## config.mk

```make
export PLATFORM = sky130hd
export DESIGN_NAME = win_setup_seq
export DESIGN_NICKNAME = d
export VERILOG_FILES = /design/src/rtl/wsq_pkg.sv /design/src/rtl/wsq_classify.sv /design/src/rtl/wsq_window.sv /design/src/rtl/wsq_burst_mux.sv /design/src/rtl/win_setup_seq.sv
export SDC_FILE = /design/constraint.sdc
export NUM_CORES = 1
export LEC_CHECK = 0
export BUFFER_PORTS_ARGS = -buffer_cell sky130_fd_sc_hd__buf_4
export CORE_MARGIN = 1
export CORE_UTILIZATION = 50
export DETAILED_ROUTE_END_ITERATION = 12
export PLACE_DENSITY = 0.81
export SYNTH_ARGS = -nofsm -noshare
export SYNTH_HDL_FRONTEND = slang
export SYNTH_HIERARCHICAL = 1
export SYNTH_SLANG_ARGS = --single-unit
```

## constraint.sdc

```tcl
create_clock -name clk -period 2.2 [get_ports clk]
set_input_delay 0 -clock clk [delete_from_list [all_inputs] [get_ports clk]]
set_output_delay 0 -clock clk [all_outputs]
set_load 0.02 [all_outputs]
```

## src/rtl/wsq_pkg.sv

```systemverilog
package wsq_pkg;
   typedef enum logic [1:0] {
      BK_CMD = 2'd0,
      BK_WR  = 2'd1,
      BK_RD  = 2'd2
   } bus_kind_e;

   typedef enum logic [1:0] {
      CK_NONE = 2'd0,
      CK_A    = 2'd1,
      CK_B    = 2'd2,
      CK_BAD  = 2'd3
   } ctl_kind_e;

   typedef enum logic [2:0] {
      S_IDLE,
      S_PCMD,
      S_PRD,
      S_UCMD,
      S_UDAT,
      S_FIN
   } seq_state_e;

   localparam logic [7:0] REG_IDENT  = 8'h00;
   localparam logic [7:0] REG_CONF   = 8'h02;
   localparam logic [7:0] REG_WINDOW = 8'h6C;
   localparam logic [7:0] FMT_RGB565 = 8'h01;
   localparam logic [7:0] SRC_KNOWN  = 8'h00;
   localparam logic [7:0] SRC_OTHER  = 8'h01;
   localparam logic [7:0] ID_MASK    = 8'hFC;
   localparam logic [7:0] ID_VAR_A   = 8'hA4;
   localparam logic [7:0] ID_VAR_B   = 8'h9C;
endpackage

```

## src/rtl/wsq_classify.sv

```systemverilog
module wsq_classify
   import wsq_pkg::*;
#(
   parameter logic [7:0] MASK  = ID_MASK,
   parameter logic [7:0] VAR_A = ID_VAR_A,
   parameter logic [7:0] VAR_B = ID_VAR_B
) (
   input  logic [7:0] ident,
   output logic [1:0] kind
);
   logic [7:0] masked;

   assign masked = ident & MASK;

   always_comb begin
      if (masked == VAR_A)
         kind = CK_A;
      else if (masked == VAR_B)
         kind = CK_B;
      else
         kind = CK_BAD;
   end
endmodule

```

## src/rtl/wsq_window.sv

```systemverilog
module wsq_window #(
   parameter int COORD_W = 16,
   parameter int H_RES   = 800,
   parameter int V_RES   = 480
) (
   input  logic [COORD_W-1:0] x,
   input  logic [COORD_W-1:0] y,
   input  logic [COORD_W-1:0] w,
   input  logic [COORD_W-1:0] h,
   output logic [COORD_W-1:0] x_end,
   output logic [COORD_W-1:0] y_end,
   output logic               full_screen
);
   localparam logic [COORD_W-1:0] ONE   = COORD_W'(1);
   localparam logic [COORD_W-1:0] HFULL = COORD_W'(H_RES);
   localparam logic [COORD_W-1:0] VFULL = COORD_W'(V_RES);

   assign x_end = x + w - ONE;
   assign y_end = y + h - ONE;

   assign full_screen = (x == '0) && (y == '0) && (w == HFULL) && (h == VFULL);
endmodule

```

## src/rtl/wsq_burst_mux.sv

```systemverilog
module wsq_burst_mux
   import wsq_pkg::*;
#(
   parameter int COORD_W = 16,
   parameter int IW      = 5
) (
   input  logic [COORD_W-1:0] x,
   input  logic [COORD_W-1:0] y,
   input  logic [COORD_W-1:0] x_end,
   input  logic [COORD_W-1:0] y_end,
   input  logic [7:0]         src_code,
   input  logic [IW-1:0]      idx,
   output logic [7:0]         byte_out
);
   localparam int CB = COORD_W / 8;
   localparam int G  = 4 * CB;
   localparam int GW = (G > 1) ? $clog2(G) : 1;

   logic [COORD_W-1:0] crd [4];
   logic [7:0]         grp [G];
   logic [IW-1:0]      off;

   assign crd[0] = x;
   assign crd[1] = y;
   assign crd[2] = x_end;
   assign crd[3] = y_end;

   for (genvar c = 0; c < 4; c++) begin : g_coord
      for (genvar b = 0; b < CB; b++) begin : g_byte
         assign grp[c*CB + b] = crd[c][b*8 +: 8];
      end
   end

   assign off = (idx >= IW'(G)) ? idx - IW'(G) : idx;

   always_comb begin
      if (idx < IW'(2 * G))
         byte_out = grp[off[GW-1:0]];
      else if (idx == IW'(2 * G))
         byte_out = FMT_RGB565;
      else
         byte_out = src_code;
   end
endmodule

```

## src/rtl/win_setup_seq.sv

```systemverilog
module win_setup_seq
   import wsq_pkg::*;
#(
   parameter int COORD_W = 16,
   parameter int H_RES   = 800,
   parameter int V_RES   = 480
) (
   input  logic               clk,
   input  logic               rst_n,
   input  logic               probe_go,
   output logic               probe_done,
   output logic [1:0]         ctl_kind,
   output logic [1:0]         sil_rev,
   output logic [2:0]         strap,
   input  logic               upd_req,
   input  logic [COORD_W-1:0] upd_x,
   input  logic [COORD_W-1:0] upd_y,
   input  logic [COORD_W-1:0] upd_w,
   input  logic [COORD_W-1:0] upd_h,
   output logic               upd_bad,
   output logic               upd_busy_rej,
   output logic               upd_done,
   output logic               bm_valid,
   input  logic               bm_ready,
   output logic [1:0]         bm_kind,
   output logic [7:0]         bm_byte,
   input  logic [7:0]         bm_rdata,
   output logic               bm_narrow
);
   localparam int CB        = COORD_W / 8;
   localparam int BURST_LEN = 8 * CB + 2;
   localparam int IW        = $clog2(BURST_LEN);
   localparam logic [IW-1:0] LAST = IW'(BURST_LEN - 1);

   if (COORD_W < 8 || (COORD_W % 8) != 0) begin : g_bad_width
      $error("COORD_W must be a positive multiple of 8");
   end
   if (H_RES < 1 || H_RES >= (1 << COORD_W)) begin : g_bad_hres
      $error("H_RES must fit in COORD_W bits");
   end
   if (V_RES < 1 || V_RES >= (1 << COORD_W)) begin : g_bad_vres
      $error("V_RES must fit in COORD_W bits");
   end

   seq_state_e         st;
   logic               phase;
   logic [IW-1:0]      idx;
   logic [7:0]         ident_q;
   logic [1:0]         kind_q;
   logic [COORD_W-1:0] x_q, y_q, xe_q, ye_q;
   logic               narrow_q;

   logic [COORD_W-1:0] xe_c, ye_c;
   logic               full_c;
   logic [1:0]         kind_c;
   logic [7:0]         src_c;
   logic [7:0]         burst_byte;
   logic               xfer;
   logic               idle;

   wsq_window #(.COORD_W(COORD_W), .H_RES(H_RES), .V_RES(V_RES)) i_window (
      .x(upd_x), .y(upd_y), .w(upd_w), .h(upd_h),
      .x_end(xe_c), .y_end(ye_c), .full_screen(full_c)
   );

   wsq_classify i_classify (
      .ident(ident_q),
      .kind (kind_c)
   );

   assign src_c = (kind_q == CK_A || kind_q == CK_B) ? SRC_KNOWN : SRC_OTHER;

   wsq_burst_mux #(.COORD_W(COORD_W), .IW(IW)) i_mux (
      .x(x_q), .y(y_q), .x_end(xe_q), .y_end(ye_q),
      .src_code(src_c), .idx(idx), .byte_out(burst_byte)
   );

   assign idle = (st == S_IDLE);

   always_comb begin
      bm_valid = 1'b0;
      bm_kind  = BK_CMD;
      bm_byte  = 8'h00;
      unique case (st)
         S_PCMD: begin
            bm_valid = 1'b1;
            bm_byte  = phase ? REG_CONF : REG_IDENT;
         end
         S_PRD: begin
            bm_valid = 1'b1;
            bm_kind  = BK_RD;
         end
         S_UCMD: begin
            bm_valid = 1'b1;
            bm_byte  = REG_WINDOW;
         end
         S_UDAT: begin
            bm_valid = 1'b1;
            bm_kind  = BK_WR;
            bm_byte  = burst_byte;
         end
         default: ;
      endcase
   end

   assign xfer      = bm_valid && bm_ready;
   assign bm_narrow = narrow_q;
   assign ctl_kind  = kind_q;

   always_ff @(posedge clk or negedge rst_n) begin
      if (!rst_n) begin
         st           <= S_IDLE;
         phase        <= 1'b0;
         idx          <= '0;
         ident_q      <= 8'h00;
         kind_q       <= CK_NONE;
         sil_rev      <= 2'b00;
         strap        <= 3'b000;
         x_q          <= '0;
         y_q          <= '0;
         xe_q         <= '0;
         ye_q         <= '0;
         narrow_q     <= 1'b0;
         probe_done   <= 1'b0;
         upd_bad      <= 1'b0;
         upd_busy_rej <= 1'b0;
         upd_done     <= 1'b0;
      end else begin
         probe_done   <= 1'b0;
         upd_bad      <= 1'b0;
         upd_busy_rej <= 1'b0;
         upd_done     <= 1'b0;

         if (upd_req && (!idle || probe_go))
            upd_busy_rej <= 1'b1;

         unique case (st)
            S_IDLE: begin
               if (probe_go) begin
                  st    <= S_PCMD;
                  phase <= 1'b0;
               end else if (upd_req) begin
                  if (full_c) begin
                     x_q      <= upd_x;
                     y_q      <= upd_y;
                     xe_q     <= xe_c;
                     ye_q     <= ye_c;
                     narrow_q <= 1'b1;
                     st       <= S_UCMD;
                  end else begin
                     upd_bad <= 1'b1;
                  end
               end
            end
            S_PCMD: if (xfer) st <= S_PRD;
            S_PRD: begin
               if (xfer) begin
                  if (!phase) begin
                     ident_q <= bm_rdata;
                     phase   <= 1'b1;
                     st      <= S_PCMD;
                  end else begin
                     kind_q     <= kind_c;
                     sil_rev    <= ident_q[1:0];
                     strap      <= bm_rdata[2:0];
                     probe_done <= 1'b1;
                     st         <= S_IDLE;
                  end
               end
            end
            S_UCMD: begin
               if (xfer) begin
                  idx <= '0;
                  st  <= S_UDAT;
               end
            end
            S_UDAT: begin
               if (xfer) begin
                  if (idx == LAST) begin
                     narrow_q <= 1'b0;
                     st       <= S_FIN;
                  end else begin
                     idx <= idx + 1'b1;
                  end
               end
            end
            S_FIN: begin
               upd_done <= 1'b1;
               st       <= S_IDLE;
            end
            default: st <= S_IDLE;
         endcase
      end
   end
endmodule

```

==> run_results.csv <==
group,metric,value,unit
drt,postRouteAntennaNets,0,
critical_path,start_kind,"register",
layout,fin_nets,1066,
timing,fin_crit_sh,97.4,%
critical_path,rrSetupSlack,300,ps
layout,area_growth,31.6,%
logic_synthesis,netlist_area,7030,µm²
layout,nFillCells,1009,
pwr,cellPowerDensity,691,nW/µm²
grt,antenna_found_initial,0,
clocking,clock_path_buffers,2,
clocking,cts_tree,"done",
timing,post-route-min-period,2140,ps
floorplan,die_x,121,µm
layout,multi_input_area,4060,µm²
logic_synthesis,synth_cell_types,74,
critical_path,cpPeakStageDelay,480,ps
grt,grt_pass1_wl,30300,µm
grt,grt_overflow_total,0,
grt,grt_pass1_vias,6180,
logic_synthesis,synth_cells,711,
drt,drt_iter0_markers,419,
timing,hold_viol,0,
critical_path,cpMaxStageDelayCell,"dfrtp_2",
critical_path,required,2200,ps
floorplan,ios,100,
drt,wl_per_cell,16.9,µm
critical_path,cp.arrival,2140,ps
logic_synthesis,synth_edf_count,0,
logic_synthesis,yosys_most_used_dff,"dfrtp_1",
drt,route.detailed.drc,0,
timing,fin_ws,57.4,ps
critical_path,critical-path-top-delay-family,"compound AO/OA/AOI/OAI gates",
timing,rsz0062_at_grt,"true",
timing,worst_slew_pin_slew,646,ps
critical_path,cp-end-kind,"output pin",
critical_path,path_class,"register to output pin",
placed_design,port_buffers,99,
floorplan,dieArea,14500,µm²
placed_design,dp_hpwl,14400,µm
pwr,p_leak,4.85,nW
floorplan,coreArea,13500,µm²
timing,fmax,467,MHz
critical_path,path_buf_inv,2,
layout,regArea,2330,µm²
floorplan,initial_core_util,52.2,%
logic_synthesis,yosysWarnings,6,
timing,fin_worst_skew,7.82,ps
logic_synthesis,synth_seq_cells,93,
timing,max-slew-margin-rel,57.0,%
grt,grt_max_degree,51,
pwr,irDropWorstVdd,0.414,mV
drt,first_pass_iters,7,
logic_synthesis,ys_seq_area_share,33.1,%
clocking,htreeDepth,3,
min_path,min_path_type,"input pin to register",
pwr,total_power,6.39,mW
drt,vias,6130,
logic_synthesis,syn_avg_cell_area,9.88,µm²
floorplan,core.rowCount,42,
job,cap_violations,0,
critical_path,cpMostUsedCell,"buf_4",
logic_synthesis,synth-async-reset-ratio,100,%
clocking,clockRootBuffer,"clkbuf_16",
grt,grt_usage,26.9,%
layout,drive_above_1_share,35.6,%
critical_path,critPathMaxFanout,8,
floorplan,die_h,121,µm
drt,vias_per_cell,5.53,
placed_design,place.gp.congestion,0.934,
clocking,numCtsBuffers,9,
timing,finalMaxSlewViolations,0,
timing,setup_violations,0,
critical_path,crit_chain,"buf_4 > mux4_2 > nor2b_1 > o41ai_2 > a21o_1 > buf_4",
clocking,clk_pin_slew,80,ps
clocking,clkSinkCount,93,
drt,drt-total-wl,18700,µm
placed_design,pre_cts_ws,-273,ps
outcome,status,"finished clean",
layout,n_antenna_cell,0,
clocking,clk_latency,340,ps
-- logic make-up after synthesis --
group	after synthesis	synth area share [%]
flops	93	33.1
fa+ha+maj	62	11.3
compound gates	125	13.1
xor+xnor	20	2.49
buf+inv	163	10.0
simple gates	144	12.1
other cells	1	0.0534
mux	103	17.8
-- registers in the layout, summed over array words and instances (netlist names) --
signal	cells
idx	5
xe_q	16
upd_done	1
ctl_kind	2
ye_q	16
bm_narrow	1
ident_q	8
sil_rev	2
y_q	16
x_q	16
probe_done	1
strap	3
phase	1
st	3
upd_bad	1
upd_busy_rej	1
-- placed cells by master, fill, tap and decap left out, drive strengths merged, types with 4 or more instances in the layout --
cell type,instances
a2111oi,4
a211oi,8
a21o,17
a21oi,25
a2bb2oi,4
a311o,4
a31oi,5
and2,4
and3,6
buf,191
clkbuf,9
clkinv,4
conb,7
dfrtp,93
dlygate4sd3,33
ha,60
inv,141
mux2,91
mux2i,4
mux4,8
nand2,26
nand2b,4
nand3,10
nand4,6
nor2,23
nor2b,12
nor3,10
nor3b,5
nor4,21
o211ai,6
o21ai,14
o221ai,4
o22ai,7
o31ai,8
xnor2,16
xor2,4
-- cell type report --
type                       instances  area share [%]
clock buffer                       9            2.44
clock inverter                     7           0.825
inverter                         138            5.60
multi-input combinational        461            43.9
sequential                        93            25.2
tap                              176            2.38
timing repair buffer             224            19.6
-- per-layer routing --
metal	share of wire, %	up-vias	global-route usage, %
met5	0	-	0
met1	41	2964	32.9
met2	50	216	47.1
met4	2.3	0	9.03
li1	-	2921	-
met3	6.4	29	5.33
-- synthesized netlist by cell type, types with 10 or more instances --
master / number / area share [%]
a21oi_1: 23 / 1.6
a21o_1: 16 / 1.7
xnor2_1: 16 / 2.0
nor2_1: 21 / 1.1
nand2_1: 25 / 1.3
o21ai_0: 12 / 0.85
nor2b_1: 12 / 1.1
nand3_1: 10 / 0.71
ha_1: 60 / 11
nor3_1: 10 / 0.71
nor4_1: 21 / 1.9
dfrtp_1: 93 / 33
mux2_2: 91 / 15
inv_1: 138 / 7.4
-- tightest hold or removal path, delay by kind of cell --
family | cells | cell delay, ps
mux | 1 | 130
buf+inv | 2 | 180
-- power breakdown --
group          internal [mW]  total, mW  switching (mW)  leakage [nW]
sequential              1.90       2.05           0.148          1.26
combinational           1.36       2.79            1.44          3.44
clock                  0.806       1.54           0.734         0.148
-- per-stage QoR --
step	util [%]	std cells	setup TNS (ps)	instance area (µm²)	hold slack (ps)
2_1_floorplan	-	717	-34.1	7060	-296
3_3_place_gp	63.7	1057	-10090	8560	69.3
3_5_place_dp	63.7	1057	-9890	8560	68.5
4_1_cts	68.5	1106	0	9210	0.139
5_1_grt	68.7	1108	-76.9	9250	6.56
6_report	68.7	1108	0	9250	10.9
-- final timing paths --
path | start | endpoint | depth (start not counted)
setup reg to reg | st[2]$_DFFE_PN0P_ | ye_q[5]$_DFFE_PN0P_ | 4
setup / recovery | idx[0]$_DFFE_PN0P_ | bm_byte[5] | 6
hold / removal | upd_x[3] | x_q[3]$_DFFE_PN0P_ | 3
hold reg to reg | ident_q[6]$_DFFE_PN0P_ | ident_q[6]$_DFFE_PN0P_ | 1
min in group asynchronous | rst_n | upd_done$_DFF_PN0_ | 2
max in group asynchronous | rst_n | idx[1]$_DFFE_PN0P_ | 3
-- repair_timing --
item                       in CTS  in global routing
hold buffers                   33                  0
gates resized for setup         4                  4
setup endpoints to repair       7                 10
buffers inserted                0                  2
hold endpoints to repair       86                  0
Note: power is estimated with default switching activity, not from simulation.
